[src/rtl/pwmq_pkg.sv]
package pwmq_pkg;

   typedef enum logic [1:0] {
      MODE_SINGLE = 2'd0,
      MODE_FWD    = 2'd1,
      MODE_HALF   = 2'd2,
      MODE_REV    = 2'd3
   } pwmq_mode_e;

   localparam logic [2:0] ADDR_PERIOD  = 3'd0;
   localparam logic [2:0] ADDR_DUTY_HI = 3'd1;
   localparam logic [2:0] ADDR_DUTY_LO = 3'd2;
   localparam logic [2:0] ADDR_CTRL    = 3'd3;
   localparam logic [2:0] ADDR_DBAND   = 3'd4;

   localparam int PRE_W = 4;

   // last prescaler count value for a prescale code (1, 4 or 16 clocks per step)
   function automatic logic [PRE_W-1:0] pre_last(input logic [1:0] code);
      case (code)
         2'd0:    pre_last = PRE_W'(0);
         2'd1:    pre_last = PRE_W'(3);
         default: pre_last = PRE_W'(15);
      endcase
   endfunction

endpackage

[src/rtl/pwmq_regs.sv]
module pwmq_regs
   import pwmq_pkg::*;
#(
   parameter int DATA_W = 8,
   parameter int TMR_W  = 8,
   parameter int DB_W   = 7,
   localparam int DUTY_W = TMR_W + 2
)(
   input  logic              clk,
   input  logic              rst_n,
   input  logic              wr_en,
   input  logic [2:0]        wr_addr,
   input  logic [DATA_W-1:0] wr_data,
   input  logic              wrap_i,
   input  logic              duty_hit_i,
   output logic              en_o,
   output logic [TMR_W-1:0]  period_act,
   output logic [DUTY_W-1:0] duty_act,
   output logic [DUTY_W-1:0] duty_nx_o,
   output pwmq_mode_e        mode_act,
   output logic              inv_ac_act,
   output logic              inv_bd_act,
   output logic [1:0]        pre_act,
   output logic [DB_W-1:0]   db_act
);

   logic [TMR_W-1:0]  per_sh, per_nx;
   logic [DUTY_W-1:0] duty_sh, duty_nx;
   logic              en_sh, en_nx;
   pwmq_mode_e        mode_sh, mode_nx;
   logic              iac_sh, iac_nx, ibd_sh, ibd_nx;
   logic [1:0]        pre_sh, pre_nx;
   logic [DB_W-1:0]   db_sh, db_nx;
   logic              load_all, load_db;
   logic              unused_bits;

   assign unused_bits = ^wr_data;

   always_comb begin
      per_nx  = per_sh;
      duty_nx = duty_sh;
      en_nx   = en_sh;
      mode_nx = mode_sh;
      iac_nx  = iac_sh;
      ibd_nx  = ibd_sh;
      pre_nx  = pre_sh;
      db_nx   = db_sh;
      if (wr_en) begin
         case (wr_addr)
            ADDR_PERIOD:  per_nx = wr_data[TMR_W-1:0];
            ADDR_DUTY_HI: duty_nx[DUTY_W-1:2] = wr_data[TMR_W-1:0];
            ADDR_DUTY_LO: duty_nx[1:0] = wr_data[1:0];
            ADDR_CTRL: begin
               en_nx   = wr_data[0];
               mode_nx = pwmq_mode_e'(wr_data[2:1]);
               iac_nx  = wr_data[3];
               ibd_nx  = wr_data[4];
               pre_nx  = wr_data[6:5];
            end
            ADDR_DBAND:   db_nx = wr_data[DB_W-1:0];
            default: ;
         endcase
      end
   end

   // settings flow straight through while stopped; otherwise only at the wrap
   assign load_all  = !en_sh || wrap_i;
   assign load_db   = load_all || duty_hit_i;
   assign en_o      = en_sh;
   assign duty_nx_o = duty_nx;

   always_ff @(posedge clk or negedge rst_n) begin
      if (!rst_n) begin
         per_sh  <= '0;
         duty_sh <= '0;
         en_sh   <= 1'b0;
         mode_sh <= MODE_SINGLE;
         iac_sh  <= 1'b0;
         ibd_sh  <= 1'b0;
         pre_sh  <= '0;
         db_sh   <= '0;
      end else begin
         per_sh  <= per_nx;
         duty_sh <= duty_nx;
         en_sh   <= en_nx;
         mode_sh <= mode_nx;
         iac_sh  <= iac_nx;
         ibd_sh  <= ibd_nx;
         pre_sh  <= pre_nx;
         db_sh   <= db_nx;
      end
   end

   always_ff @(posedge clk or negedge rst_n) begin
      if (!rst_n) begin
         period_act <= '0;
         duty_act   <= '0;
         mode_act   <= MODE_SINGLE;
         inv_ac_act <= 1'b0;
         inv_bd_act <= 1'b0;
         pre_act    <= '0;
      end else if (load_all) begin
         period_act <= per_nx;
         duty_act   <= duty_nx;
         mode_act   <= mode_nx;
         inv_ac_act <= iac_nx;
         inv_bd_act <= ibd_nx;
         pre_act    <= pre_nx;
      end
   end

   always_ff @(posedge clk or negedge rst_n) begin
      if (!rst_n)       db_act <= '0;
      else if (load_db) db_act <= db_nx;
   end

   // running settings hold between period boundaries
   a_r4_hold_midperiod: assert property (@(posedge clk) disable iff (!rst_n)
      (en_sh && !wrap_i) |=> ($stable(duty_act) && $stable(period_act) && $stable(mode_act)));

   // dead band changes only at a duty or period boundary
   a_r7_db_load_points: assert property (@(posedge clk) disable iff (!rst_n)
      (en_sh && !wrap_i && !duty_hit_i) |=> $stable(db_act));

endmodule

[src/rtl/pwmq_timebase.sv]
module pwmq_timebase
   import pwmq_pkg::*;
#(
   parameter int TMR_W = 8,
   localparam int SUB_W  = 2,
   localparam int DUTY_W = TMR_W + SUB_W
)(
   input  logic              clk,
   input  logic              rst_n,
   input  logic              en_i,
   input  logic [TMR_W-1:0]  period_i,
   input  logic [DUTY_W-1:0] duty_i,
   input  logic [DUTY_W-1:0] duty_next_i,
   input  logic [1:0]        pre_i,
   output logic              wrap_o,
   output logic              duty_hit_o,
   output logic              started_o,
   output logic              wave_o
);

   logic [PRE_W-1:0]  pre_cnt;
   logic [DUTY_W-1:0] pos, pos_inc;
   logic [TMR_W-1:0]  tmr;
   logic [SUB_W-1:0]  sub;
   logic              tick, at_end;

   assign tmr        = pos[DUTY_W-1:SUB_W];
   assign sub        = pos[SUB_W-1:0];
   assign pos_inc    = pos + DUTY_W'(1);
   assign tick       = en_i && (pre_cnt == pre_last(pre_i));
   assign at_end     = (tmr == period_i) && (&sub);
   assign wrap_o     = tick && at_end;
   assign duty_hit_o = tick && !at_end && (pos_inc == duty_i);

   always_ff @(posedge clk or negedge rst_n) begin
      if (!rst_n)                pre_cnt <= '0;
      else if (!en_i || tick)    pre_cnt <= '0;
      else                       pre_cnt <= pre_cnt + PRE_W'(1);
   end

   always_ff @(posedge clk or negedge rst_n) begin
      if (!rst_n) begin
         pos       <= '0;
         started_o <= 1'b0;
         wave_o    <= 1'b0;
      end else if (!en_i) begin
         pos       <= '0;
         started_o <= 1'b0;
         wave_o    <= 1'b0;
      end else if (wrap_o) begin
         pos       <= '0;
         started_o <= 1'b1;
         wave_o    <= (duty_next_i != '0);
      end else if (tick) begin
         pos <= pos_inc;
         if (duty_hit_o) wave_o <= 1'b0;
      end
   end

   // the wrap returns the time base to zero
   a_r2_wrap_clears: assert property (@(posedge clk) disable iff (!rst_n)
      wrap_o |=> (pos == '0));

   // the timer never runs past the active period
   a_r2_tmr_bound: assert property (@(posedge clk) disable iff (!rst_n)
      started_o |-> (tmr <= period_i));

   // a zero duty leaves the waveform inactive after the wrap
   a_r3_zero_duty: assert property (@(posedge clk) disable iff (!rst_n)
      (wrap_o && duty_next_i == '0) |=> !wave_o);

   // no waveform before the first wrap
   a_r5_no_early_wave: assert property (@(posedge clk) disable iff (!rst_n)
      !started_o |-> !wave_o);

endmodule

[src/rtl/pwmq_deadband.sv]
module pwmq_deadband #(
   parameter int NUM_CH = 4,
   parameter int DB_W   = 7
)(
   input  logic              clk,
   input  logic              rst_n,
   input  logic [NUM_CH-1:0] raw_i,
   input  logic [DB_W-1:0]   db_i,
   output logic [NUM_CH-1:0] out_o
);

   for (genvar ch = 0; ch < NUM_CH; ch++) begin : g_ch
      logic [DB_W-1:0] held;

      always_ff @(posedge clk or negedge rst_n) begin
         if (!rst_n)              held <= '0;
         else if (!raw_i[ch])     held <= '0;
         else if (held < db_i)    held <= held + DB_W'(1);
      end

      assign out_o[ch] = raw_i[ch] && (held >= db_i);

      // a delayed rising edge follows a raw level that was already high
      a_r6_late_rise: assert property (@(posedge clk) disable iff (!rst_n)
         (db_i != '0 && $rose(out_o[ch])) |-> $past(raw_i[ch]));
   end

endmodule

[src/rtl/pwmq_top.sv]
module pwmq_top
   import pwmq_pkg::*;
#(
   parameter int DATA_W  = 8,
   parameter int TMR_W   = 8,
   parameter int DB_W    = 7,
   parameter int NUM_OUT = 4,
   localparam int DUTY_W = TMR_W + 2
)(
   input  logic         clk,
   input  logic         rst_n,
   input  logic         wr_en,
   input  logic [2:0]   wr_addr,
   input  logic [7:0]   wr_data,
   output logic [3:0]   pwm_out
);

   if (NUM_OUT != 4 || DATA_W != 8 || TMR_W > DATA_W || DB_W > DATA_W || TMR_W < 2) begin : g_bad_cfg
      $error("pwmq_top: unsupported parameter combination");
   end

   logic              en, wrap, duty_hit, started, wave;
   logic [TMR_W-1:0]  period_act;
   logic [DUTY_W-1:0] duty_act, duty_nx;
   pwmq_mode_e        mode_act;
   logic              inv_ac, inv_bd;
   logic [1:0]        pre_act;
   logic [DB_W-1:0]   db_act, db_eff;
   logic [NUM_OUT-1:0] raw, act, inv;

   pwmq_regs #(.DATA_W(DATA_W), .TMR_W(TMR_W), .DB_W(DB_W)) u_regs (
      .clk(clk), .rst_n(rst_n), .wr_en(wr_en), .wr_addr(wr_addr), .wr_data(wr_data),
      .wrap_i(wrap), .duty_hit_i(duty_hit), .en_o(en),
      .period_act(period_act), .duty_act(duty_act), .duty_nx_o(duty_nx),
      .mode_act(mode_act), .inv_ac_act(inv_ac), .inv_bd_act(inv_bd),
      .pre_act(pre_act), .db_act(db_act)
   );

   pwmq_timebase #(.TMR_W(TMR_W)) u_tb (
      .clk(clk), .rst_n(rst_n), .en_i(en), .period_i(period_act),
      .duty_i(duty_act), .duty_next_i(duty_nx), .pre_i(pre_act),
      .wrap_o(wrap), .duty_hit_o(duty_hit), .started_o(started), .wave_o(wave)
   );

   // output steering per mode (bit 0 = A ... bit 3 = D)
   always_comb begin
      raw = '0;
      case (mode_act)
         MODE_SINGLE: raw[0] = wave;
         MODE_HALF: begin
            raw[0] = wave;
            raw[1] = started && !wave;
         end
         MODE_FWD: begin
            raw[0] = started;
            raw[3] = wave;
         end
         MODE_REV: begin
            raw[2] = started;
            raw[1] = wave;
         end
         default: raw = '0;
      endcase
   end

   assign db_eff = (mode_act == MODE_HALF) ? db_act : '0;

   pwmq_deadband #(.NUM_CH(NUM_OUT), .DB_W(DB_W)) u_db (
      .clk(clk), .rst_n(rst_n), .raw_i(raw), .db_i(db_eff), .out_o(act)
   );

   assign inv     = {inv_bd, inv_ac, inv_bd, inv_ac};
   assign pwm_out = act ^ inv;

   // complementary pair never active together
   a_r6_no_overlap: assert property (@(posedge clk) disable iff (!rst_n)
      (mode_act == MODE_HALF) |-> !(act[0] && act[1]));

   // nothing active before the first wrap
   a_r5_idle_before_start: assert property (@(posedge clk) disable iff (!rst_n)
      !started |-> (act == '0));

   // single mode drives only A
   a_r10_single_only_a: assert property (@(posedge clk) disable iff (!rst_n)
      (mode_act == MODE_SINGLE) |-> (act[3:1] == '0));

   // in a full-bridge mode exactly one steady leg is active once running
   a_r8_bridge_leg: assert property (@(posedge clk) disable iff (!rst_n)
      (started && (mode_act == MODE_FWD || mode_act == MODE_REV)) |-> $onehot0(act & 4'b0101) && ((act & 4'b0101) != '0));

endmodule

[config.mk]
export PLATFORM = sky130hd
export DESIGN_NAME = pwmq_top
export DESIGN_NICKNAME = d
export VERILOG_FILES = /design/src/rtl/pwmq_pkg.sv /design/src/rtl/pwmq_regs.sv /design/src/rtl/pwmq_timebase.sv /design/src/rtl/pwmq_deadband.sv /design/src/rtl/pwmq_top.sv
export SDC_FILE = /design/constraint.sdc
export NUM_CORES = 1
export LEC_CHECK = 0
export BUFFER_PORTS_ARGS = -buffer_cell sky130_fd_sc_hd__buf_2
export CORE_ASPECT_RATIO = 0.9
export CORE_MARGIN = 2
export CORE_UTILIZATION = 59
export DETAILED_ROUTE_END_ITERATION = 8
export GPL_TIMING_DRIVEN = 0
export PLACE_DENSITY = 0.76
export SYNTH_ARGS = -nofsm -noshare
export SYNTH_HDL_FRONTEND = slang
export SYNTH_SLANG_ARGS = --single-unit
[constraint.sdc]
create_clock -name clk -period 4.8 [get_ports clk]
set_input_delay 1.2 -clock clk [delete_from_list [all_inputs] [get_ports clk]]
set_output_delay 1.2 -clock clk [all_outputs]
set_load 0.01 [all_outputs]
Word-level counts from Yosys, hierarchy flattened. Index checks and enable logic that the tools add are counted.

Logic and storage cells: 119. Bits in registers: 107.

Muxes and demuxes: 39. Bitwise logic cells: 1. Add/subtract/negate cells: 6. $lt $le $gt $ge: 8. Reduce and logical (&&, ||, !) cells: 24. Eq/ne operators: 18.

Operators by type and width (count): 7-bit two-way mux (11); 10-bit two-way mux (4); 7-bit by 1-bit adder with 7-bit output (second input constant) (4); 7-bit >= comparator (4); 7-bit less-than comparator (4); 8-bit two-way mux (3); 1-bit two-way mux (12); 10-bit by 1-bit adder with 10-bit output (second input constant) (1); 10-bit equality test (1); 1-bit logical AND (10); 2-bit two-way mux (5); 10-bit nonzero test (1); 8-bit equality test (1); 2-bit != test (second input constant) (4); 4-bit case mux with 2 select lines (1); 3-bit by 2-bit equality test with 1-bit output (second input constant) (2); 3-bit by 1-bit != test with 1-bit output (second input constant) (2); 2-bit AND reduction (3); 4-bit by 1-bit adder with 4-bit output (second input constant) (1); 2-bit by 1-bit equality test with 1-bit output (second input constant) (2); 2-bit equality test (second input constant) (2); 4-bit equality test (1); 2-bit logical NOT (2); 4-bit two-way mux (1); 9 further kinds (14).

Longest topological paths before layout. Gate-level depths: netlist (run 1).

Depth after elaboration: 10. Gate-level depth with buffers: 10.

Modules after synthesis. A second synthesis (run 1) with hierarchy kept.

Cells, all modules: 544. Area total of the unflattened synthesis: 6114.6 sq um.

Modules (own cells, without submodules): pwmq_regs (instances 1, cells an instance 139, area an instance 2433.6 sq um); pwmq_deadband (instances 1, cells an instance 243, area an instance 2208.4 sq um); pwmq_timebase (instances 1, cells an instance 142, area an instance 1325.0 sq um); pwmq_top (instances 1, cells an instance 20, area an instance 147.6 sq um).

Worst setup path before layout (run 1). Ideal clock, no wire load.

Kind: register to output. From: register u_regs.mode_act[1]. To: output port pwm_out[1]. Data arrival time: 2.626 ns. Stages on the path, launching flop included: 10. Buffers on the path: 0. Slack: 0.974 ns. Cells stage by stage: dfrtp_1 nor2b_1 nand2_1 ha_1 a21o_1 a21o_1 a2111oi_2 o21ai_1 o21ai_0 xnor2_1.

Word-level cells in the longest chain between the ends: 5. Elaborated cells on any way between the ends: 7. Those cells by class: 1 x order compare; 2 x eq/ne; 2 x mux; 1 x bitwise; 1 x reduce/logical.

RTL lines: start: declaration (line pwmq_regs.sv:20) `output pwmq_mode_e mode_act,`; start signal: assignment (line pwmq_regs.sv:105) `mode_act <= mode_nx;`; 2-bit equality test (line pwmq_top.sv:48, pwmq_top.sv:66); 7-bit two-way mux (line pwmq_top.sv:66) `assign db_eff = (mode_act == MODE_HALF) ? db_act : '0;`; 7-bit >= comparator (line pwmq_deadband.sv:21) `assign out_o[ch] = raw_i[ch] && (held >= db_i);`; 1-bit logical AND * (line pwmq_deadband.sv:21); 4-bit XOR * (line pwmq_top.sv:73) `assign pwm_out = act ^ inv;`; end: declaration (line pwmq_top.sv:15) `output logic [3:0] pwm_out`.

Every way passes the cells marked *; elsewhere a longest branch is shown, timed or not.

Worst setup path after layout (run 1). Same ends and word-level chain as after synthesis.

==> results of run 1 <==
==> synthesized netlist by cell type (all sizes together) (4+ instances only) <==
master    n  area share (%)
o21ai    29             2.6
o21a      5            0.64
buf      10             1.3
nand4     9             1.1
xor2      8             1.2
a31oi     5            0.79
nor2     36             2.3
o211ai    4            0.51
a21o     14             1.8
a21oi    24             2.1
xnor2    24             3.6
inv      21             1.3
mux2     55              11
nor2b     6            0.64
or3      14             1.6
ha       34             7.3
nand3    16             1.4
nor4      7            0.75
and2      8            0.86
and3      4            0.45
clkbuf    7            0.53
dfrtp   107              46
nand2b    5            0.53
nand2    31             2.1
nor3b     4            0.51
nor3      9            0.86
mux2i    11             1.9
==> layout make-up <==
type | instances | share of cell area [%]
plain buffers | 18 | 1.91
clock buffers | 12 | 2.29
clock inverters | 4 | 0.887
inverters | 21 | 1.24
multi-input cells | 389 | 47.2
flip-flops and latches | 107 | 42.2
well taps | 126 | 2.48
repair buffers | 18 | 1.81
==> layer usage <==
layer  up-vias  wire [um]  part of all wire (%)
li1       1977          -                     -
met1      2050       5770                    47
met2        93       5870                    48
met3        17        496                   4.0
met4         0        178                   1.4
met5         -          0                     0
==> cells by family after synthesis <==
logic type,synth area share [%]
mux,12.5
fa+ha+maj,7.28
flops,45.8
xor+xnor,4.79
compound gates,11.6
simple gates,14.6
buf+inv,3.42
==> worst paths after layout <==
kind | from | endpoint | slack (ns) | cells after the start
worst min-delay path | u_regs.mode_sh[0] | u_regs.mode_sh[0] | 0.50 | 1
worst max-delay path | u_regs.mode_act[1] | pwm_out[1] | 0.29 | 10
worst max register to register | u_regs.mode_act[1] | u_db.g_ch[3].held[4] | 1.55 | 9
worst min register to register | u_regs.mode_sh[0] | u_regs.mode_sh[0] | 0.50 | 1
max in group asynchronous | rst_n | u_regs.duty_act[2] | 3.30 | 2
min in group asynchronous | rst_n | u_db.g_ch[1].held[5] | 0.78 | 1
==> power breakdown <==
group          total (mW)  internal [mW]  switching, mW
clock network       0.563          0.261          0.302
logic               0.972          0.443          0.529
registers            1.21           1.08          0.131
total                2.74           1.78          0.962
==> per-stage QoR <==
stage	total power [mW]	std cells	utilization, %	setup slack, ns
3_5_place_dp	2.16	679	63.4	0.271
3_3_place_gp	2.10	678	63.1	0.356
6_report	2.74	695	65.7	0.286
2_1_floorplan	1.91	535	-	0.974
5_1_grt	2.92	695	65.7	0.0763
4_1_cts	2.74	695	65.5	0.0940
==> flip-flops by register name (all words and copies together) (netlist names), 4 cells and up <==
signal             count
u_tb.pos              10
u_db.g_ch.held        28
u_regs.db_act          7
u_regs.duty_act       10
u_tb.pre_cnt           4
u_regs.duty_sh        10
u_regs.per_sh          8
u_regs.db_sh           7
u_regs.period_act      8
==> flow_summary.toml, run 1 <==
[grt]
track_usage_pct = 25.3
grt_remaining_overflow = 0
grt_max_degree = 73
global_route.usage.met1_pct = 35.2
first_global_vias = 4305
grt.met2_usage_pct = 39.9
groute.layer.met3.usage_pct = 5.49
antenna_found_initial = 0
grt_first_pass_wirelength_um = 21000
top_usage_layer = "met2"

[synthesis]
synth_top_flop_cell = "dfrtp_1"
syn_inst = 535
ys_seq_elements = 107
synth_fp_nets = 583
synth_cell_type_count = 63
ys_warn_count = 0
synthesis.area_sq_um = 5850
synth-edff-count = 0
postSynth.asyncResetShare_pct = 100
sequential_cell_area_fraction_in_the_yosys_report_pct = 45.8
syn-mean-instance-area_sq_um = 10.9

[clocking]
worst_setup_hold_path_clk_slew_ns = 0.10
tritoncts = "done"
root_buffer = "clkbuf_8"
cts-buffers-inserted = 9
post_cts_buffers = 0
cts_resized = 2
clock_insertion_delay_worst_skew_ns = 0.37
hold_buffers = 0
clk_sink_count = 107
clk_path_buf_depth = 2
ctsHtreeMaxLevel = 3

[routing]
final_antenna_net_count = 0
post-route-drc-count = 0
route.final.wire_length_um = 12300
route.vias.total = 4137
initialDrtViolationCount = 227
routed_via_density = 5.95
detail_route.first_pass.iterations = 5
post_drt_wl_per_cell_um = 17.7

[finish]
layout_commonest_cell = "dfrtp_1"
layout.nets = 612
final_design_area_no_fill_sq_um = 6340
syn_to_final_growth_pct = 8.52
area.sequential_sq_um = 2680
n_fill_cell = 731
layout-drive-gt1-share_pct = 19.9
diodes = 0
multi_input_combinational_cell_area_sq_um = 2990
layout.cells.most_common_list = "107 x dfrtp_1, 52 x mux2_2, 36 x nor2_1"

[timing]
final_min_period_over_clock_period_pct = 94.0
report.final.slew_viol_count = 0
timing.final.hold_violations = 0
transition_time_at_the_pin_with_the_least_slew_margin_ns = 1.14
period_needed_ns = 4.51
setup_repair_after_global_routing_missed_its_margin = "false"
final.hold.worst_slack_ns = 0.502
max_freq_mhz = 222
max_slew_margin_pct = 23.1
setup_violation_total_in_the_final_timing_report = 0
totalNegativeSetupSlack_ns = 0
finalClockSkew_ns = 0.00803

[worst_setup_path]
slowest_stage = "dfrtp_1"
critical-path-top-cell-by-count = "a21o_1"
endpoint_kind = "output port"
cp_launch_type = "register"
cp.arrival_ns = 3.31
critPathTopFamily = "compound AO/OA/AOI/OAI gates"
critical_path.max_fanout = 9
timing.setup.critical_path_class = "reg -> out"
required_time_at_the_endpoint_of_the_critical_path_ns = 3.60
path_buf_inv = 1
slowest_delay_ns = 0.49
crit_path_cell_trace = "nor2b_4 -> nand2_1 -> ha_1 -> a21o_1 -> a21o_1 -> a2111oi_4 -> o21ai_2 -> o21ai_0 -> xnor2_1 -> buf_2"

[min_path]
hp-class = "reg -> reg"

[die]
start_util_pct = 60.5
num_io_pins = 18
floorplan.die.width_um = 109
core_sq_um = 9660
die-area_sq_um = 10700
dieHeight_um = 98.4
core.rowCount = 34

[placement]
post_dp_cell_area_sq_um = 6120
final_estimated_routing_congestion_in_global_placement = 0.882
hpwlAfterDp_um = 8980
io_buffers = 17

[run]
maxCapViolCount = 0

[outcome]
outcome = "complete, no violations"

[power_and_ir_drop]
power_leakage_nw = 2.84
power.density_nw_per_um2 = 433
max-vdd-ir-drop_uv = 327
Note: power is estimated with default switching activity, not from simulation.
==> run 2, diff against run 1 <==
--- a/config.mk
+++ b/config.mk
@@ -12,6 +12,7 @@
 export DETAILED_ROUTE_END_ITERATION = 8
 export GPL_TIMING_DRIVEN = 0
 export PLACE_DENSITY = 0.76
+export RECOVER_POWER = 25
 export SYNTH_ARGS = -nofsm -noshare
 export SYNTH_HDL_FRONTEND = slang
 export SYNTH_SLANG_ARGS = --single-unit
==> constraint.sdc (replaced) <==
create_clock -name clk -period 4.8 [get_ports clk]
set_input_delay 1.2 -clock clk [delete_from_list [all_inputs] [get_ports clk]]
set_output_delay 1.2 -clock clk [all_outputs]
set_load 0.1 [all_outputs]
==> run 2 against run 1 <==
Against the previous run:
- the run now ends with capacitance limit, slew limit left
- core utilization increased by 0.49 points
- cell area rose by 0.75%
- largest cell class unchanged
- worst hold slack gained 0.0045 ns
- clock power up 15%
- via count is 0.39% higher
- sequential power about the same
- sequential cell count unchanged
- clock-buffer cell count is 3 lower
==> flow_summary.toml, run 2 (synthesis gave the netlist of run 1 again) <==
[clocking]
clock_insertion_delay_worst_skew_ns = 0.39
hold_buffers = 0
root_buffer = "clkbuf_8"
worst_setup_hold_path_clk_slew_ns = 0.11
ctsHtreeMaxLevel = 3
clk_path_buf_depth = 2
tritoncts = "done"
cts-buffers-inserted = 9
clk_sink_count = 107
post_cts_buffers = 0

[placement]
dp_cells = 679
io_buffers = 17
final_estimated_routing_congestion_in_global_placement = 0.883
post-place-ws_ns = -0.00460
post_dp_cell_area_sq_um = 6140
hpwlAfterDp_um = 9100

[timing]
transition_time_at_the_pin_with_the_least_slew_margin_ns = 2.34
max_freq_mhz = 218
final_min_period_over_clock_period_pct = 95.5
timing.final.hold_violations = 0
report.final.slew_viol_count = 89
setup_repair_after_global_routing_missed_its_margin = "false"
setup_ws_ns = 0.216
totalNegativeSetupSlack_ns = 0
period_needed_ns = 4.58
setup_violation_total_in_the_final_timing_report = 0
finalClockSkew_ns = 0.0146
max_slew_margin_pct = -56.0

[power_and_ir_drop]
power_leakage_nw = 2.87
p_seq_share_pct = 41.7
sw_frac_of_total_pct = 37.4
max-vdd-ir-drop_uv = 327
power.density_nw_per_um2 = 460
p_int_mw = 1.84
power_switching_mw = 1.10
share_comb_of_total_power_pct = 36.4
clkPwrFrac_pct = 22.0

[finish]
diodes = 0
multi_input_combinational_cell_area_sq_um = 3020
layout.cells.most_common_list = "106 x dfrtp_1, 52 x mux2_2, 36 x nor2_1"
area.sequential_sq_um = 2680
layout-drive-gt1-share_pct = 20.9
largest_register_ffs = 28
layout_commonest_cell = "dfrtp_1"
final_design_area_no_fill_sq_um = 6390
layout.nets = 612
finalNonFillerCells = 695
register_with_the_most_flip_flops = "u_db.g_ch.held"
syn_to_final_growth_pct = 9.33
n_fill_cell = 711

[routing]
final_antenna_net_count = 0
post-route-drc-count = 0
route.vias.total = 4153
post_drt_wl_per_cell_um = 17.8
route.final.wire_length_um = 12400
routed_via_density = 5.98
initialDrtViolationCount = 284
detail_route.first_pass.iterations = 4

[worst_setup_path]
critical-path-top-cell-by-count = "a21o_1"
r2r_setup_slk_ns = 1.56
endpoint_kind = "output port"
slowest_delay_ns = 0.47
slowest_stage = "dfrtp_2"
timing.setup.critical_path_class = "reg -> out"
cp_launch_type = "register"
timing.rr.end = "u_db.g_ch[3].held[4]"
reg2reg_from = "u_regs.mode_act[1]"
ff2ff_path_depth = 9
crit_path_cell_trace = "nor2b_4 -> nand2_1 -> ha_1 -> a21o_1 -> a21o_1 -> a2111oi_4 -> o21ai_2 -> o21ai_1 -> xnor2_2 -> buf_4"
critical_path.max_fanout = 9
cp.arrival_ns = 3.38
required_time_at_the_endpoint_of_the_critical_path_ns = 3.60

[min_path]
hp-class = "reg -> reg"
timing.hold.worst_path_depth = 1
timing.hold.worst.start = "u_regs.per_sh[3]"
holdPathEnd = "u_regs.per_sh[3]"

[run]
maxCapViolCount = 2

[die]
start_util_pct = 60.5
core_sq_um = 9660
floorplan.die.width_um = 109
core.rowCount = 34
dieHeight_um = 98.4
num_io_pins = 18
die-area_sq_um = 10700

[grt]
grt_max_degree = 63
grt_first_pass_wirelength_um = 20900
grt_remaining_overflow = 0
antenna_found_initial = 0
track_usage_pct = 25.2
first_global_vias = 4128

[outcome]
outcome = "finished with violations"
failing_checks = "capacitance limit, slew limit"
==> run 2: worst max path at each step <==
stage / from / to / slack [ns]
detailed placement: u_regs.mode_act[1] / pwm_out[1] / -0.005
CTS: u_regs.mode_act[1] / pwm_out[1] / 0.08
global placement: u_regs.mode_act[1] / pwm_out[1] / 0.007
finish: u_regs.mode_act[1] / pwm_out[1] / 0.22
global route: u_regs.mode_act[1] / pwm_out[1] / 0.03
floorplan: u_regs.mode_act[1] / pwm_out[3] / 0.13
==> run 2: power groups by stage <==
stage,logic (mW),registers [mW],clock network (mW)
finish,1.07,1.23,0.647
CTS,1.05,1.22,0.656
detailed placement,1.03,1.24,0
global placement,0.988,1.23,0
floorplan,0.826,1.19,0
global route,1.17,1.25,0.697
==> run 2: final cells by class <==
class,instances,share of cell area [%]
plain buffers,18,1.92
inverters,21,1.23
flip-flops and latches,107,41.9
multi-input cells,389,47.2
clock buffers,9,1.94
repair buffers,18,1.51
well taps,126,2.47
clock inverters,7,1.86
==> run 2: metrics by stage <==
step                      hold WS (ns)  total power, mW  utilization (%)
after floorplan                  0.465             2.01                -
after global placement           0.476             2.21             63.3
after detailed placement         0.482             2.27             63.6
after CTS                        0.506             2.93             66.3
after global routing             0.522             3.11             66.2
final                            0.506             2.94             66.2
==> run 2: worst max-delay path: cells and delay by family (launching register included) <==
| family | cells | cell delay, ns |
|---|---|---|
| compound gates | 5 | 1.27 |
| xor+xnor | 1 | 0.14 |
| fa+ha+maj | 1 | 0.35 |
| buf+inv | 1 | 0.31 |
| flops | 1 | 0.47 |
| simple gates | 2 | 0.44 |
==> run 2: what timing repair did <==
item,in CTS,in global routing
endpoints found under the setup margin,3,3
resized for setup,5,6
endpoints found under the hold margin,0,0
==> run 2: per-layer routing <==
metal	global-route usage (%)	routed length, um
met2	38.3	5840
met4	5.92	127
met5	0	0
met1	37.4	5950
met3	5.29	436
==> run 3, diff against run 2 <==
--- a/config.mk
+++ b/config.mk
@@ -5,12 +5,11 @@
 export SDC_FILE = /design/constraint.sdc
 export NUM_CORES = 1
 export LEC_CHECK = 0
-export BUFFER_PORTS_ARGS = -buffer_cell sky130_fd_sc_hd__buf_2
+export BUFFER_PORTS_ARGS = -buffer_cell sky130_fd_sc_hd__buf_4
 export CORE_ASPECT_RATIO = 0.9
 export CORE_MARGIN = 2
 export CORE_UTILIZATION = 59
 export DETAILED_ROUTE_END_ITERATION = 8
-export GPL_TIMING_DRIVEN = 0
 export PLACE_DENSITY = 0.76
 export RECOVER_POWER = 25
 export SYNTH_ARGS = -nofsm -noshare
==> run 3 against run 2 <==
Against the previous run:
- the run still ends with capacitance limit, slew limit left
- final cell count is 1.6% lower
- clock skew grew 0.0073 ns
- combinational power barely moved
- sequential share of layout area up 0.53 points
- sequential power hardly changed
- core utilization decreased by 0.86 points
- routed wire length is 0.83% lower
- first-iteration DRC count is 35% lower
- highest routed layer unchanged
==> flow_summary.toml, run 3 (synthesis gave the netlist of run 1 again) <==
[outcome]
outcome = "finished with violations"
failing_checks = "capacitance limit, slew limit"

[finish]
layout_commonest_cell = "dfrtp_1"
layout.nets = 601
layout.cells.most_common_list = "107 x dfrtp_1, 52 x mux2_2, 36 x nor2_1"
finish.utilization_pct = 65.3
largest_register_ffs = 28
layout-drive-gt1-share_pct = 19.9
diodes = 0
register_with_the_most_flip_flops = "u_db.g_ch.held"
syn_to_final_growth_pct = 7.92

[clocking]
clk_sink_count = 107
clock_insertion_delay_worst_skew_ns = 0.39
ctsHtreeMaxLevel = 3
cts-buffers-inserted = 9
root_buffer = "clkbuf_8"
worst_setup_hold_path_clk_slew_ns = 0.12
clk_path_buf_depth = 2
post_cts_buffers = 0
tritoncts = "done"

[run]
maxCapViolCount = 1

[timing]
report.final.slew_viol_count = 40
period_needed_ns = 4.54
max_slew_margin_pct = -39.3
final_min_period_over_clock_period_pct = 94.5
setup_repair_after_global_routing_missed_its_margin = "false"
timing.final.hold_violations = 0
finalClockSkew_ns = 0.0219
transition_time_at_the_pin_with_the_least_slew_margin_ns = 2.09
totalNegativeSetupSlack_ns = 0
max_freq_mhz = 220
setup_violation_total_in_the_final_timing_report = 0

[placement]
io_buffers = 17
hpwlAfterDp_um = 8980
final_estimated_routing_congestion_in_global_placement = 0.864

[power_and_ir_drop]
total_power_mw = 2.85
max-vdd-ir-drop_uv = 262
power.density_nw_per_um2 = 452
p_seq_share_pct = 43.2
p_int_mw = 1.75
power_switching_mw = 1.11
clkPwrFrac_pct = 20.3
sw_frac_of_total_pct = 38.8
share_comb_of_total_power_pct = 36.5
power_leakage_nw = 2.80

[routing]
final_antenna_net_count = 0
route.vias.total = 4172
initialDrtViolationCount = 184
post-route-drc-count = 0
route.final.wire_length_um = 12300
detail_route.first_pass.iterations = 4
post_drt_wl_per_cell_um = 17.9
routed_via_density = 6.10

[worst_setup_path]
cp_launch_type = "register"
cp.arrival_ns = 3.34
timing.setup.critical_path_class = "reg -> out"
slowest_delay_ns = 0.47
slowest_stage = "dfrtp_1"
required_time_at_the_endpoint_of_the_critical_path_ns = 3.60
critical_path.max_fanout = 9
endpoint_kind = "output port"
crit_path_cell_trace = "nor2b_2 -> nand2_1 -> ha_1 -> a21o_1 -> a21o_1 -> a2111oi_2 -> o21ai_1 -> o21ai_1 -> xnor2_2 -> buf_4"

[grt]
grt_first_pass_wirelength_um = 20800
grt_max_degree = 46
track_usage_pct = 25.2
grt_remaining_overflow = 0
first_global_vias = 4100
antenna_found_initial = 0

[min_path]
hp-class = "reg -> reg"

[die]
core.rowCount = 34
dieHeight_um = 98.4
die-area_sq_um = 10700
floorplan.die.width_um = 109
num_io_pins = 18
core_sq_um = 9660
start_util_pct = 60.5
[run 3: cell types whose count changed in the layout (fill, tap and decap cells not counted), sizes merged]
cell and change:
clkbuf -9, clkinv +3, bufinv -2, buf -1, dlymetal6s2s -1, inv -1
[run 3: layer usage]
layer	global-route usage (%)	part of all wire [%]	vias up
met1	39.9	50	2096
met2	35.5	44	101
met4	7.69	1.7	0
met3	4.37	4.5	17
li1	-	-	1958
met5	0	0	-
[run 3: layout make-up]
class / instances / area, sq um
fillers: 717 / 3350
well taps: 126 / 158
inverters: 21 / 78.8
flip-flops and latches: 107 / 2680
clock inverters: 7 / 91.3
repair buffers: 25 / 180
multi-input cells: 389 / 3000
clock buffers: 9 / 124
[run 3: path summary, 6_finish.rpt]
| check | slack [ns] | startpoint | endpoint | cells past startpoint |
|---|---|---|---|---|
| max | 0.26 | u_regs.mode_act[1] | pwm_out[1] | 10 |
| min | 0.51 | u_regs.db_sh[4] | u_regs.db_sh[4] | 1 |
| max reg2reg | 1.53 | u_regs.mode_act[1] | u_db.g_ch[3].held[4] | 9 |
| min reg2reg | 0.51 | u_regs.db_sh[4] | u_regs.db_sh[4] | 1 |
| max in group asynchronous | 1.31 | rst_n | u_regs.inv_bd_act | 2 |
| min in group asynchronous | 1.40 | rst_n | u_db.g_ch[1].held[2] | 1 |
[run 3: stage by stage]
step / area [sq um] / hold WS, ns / worst slack [ns] / cells
detailed placement: 6100 / 0.482 / 0.472 / 668
global placement: 6100 / 0.476 / 0.637 / 668
finish: 6310 / 0.511 / 0.265 / 684
floorplan: 5870 / 0.465 / 0.125 / 535
global route: 6310 / 0.526 / 0.0352 / 684
CTS: 6310 / 0.513 / 0.0354 / 684
[run 3: worst max-delay path: cells and delay by family (launching register included)]
family,cells,cell delay [ns]
adder cells (fa/ha/maj),1,0.32
buffers and inverters,1,0.30
flip-flops,1,0.47
AND/OR/NAND/NOR,2,0.50
AO/OA/AOI/OAI,5,1.24
XOR/XNOR,1,0.14
[run 3: power by group through the flow]
stage	clock (mW)	sequential (mW)	combinational (mW)
global route	0.626	1.26	1.15
detailed placement	0	1.25	1.04
global placement	0	1.24	0.991
CTS	0.588	1.23	1.04
finish	0.579	1.23	1.04
floorplan	0	1.19	0.826
[run 3: repair_timing]
| action | CTS | global route |
|---|---|---|
| gates resized for setup | 0 | 2 |
| hold buffers | 0 | 0 |
| setup endpoints to repair | 0 | 1 |
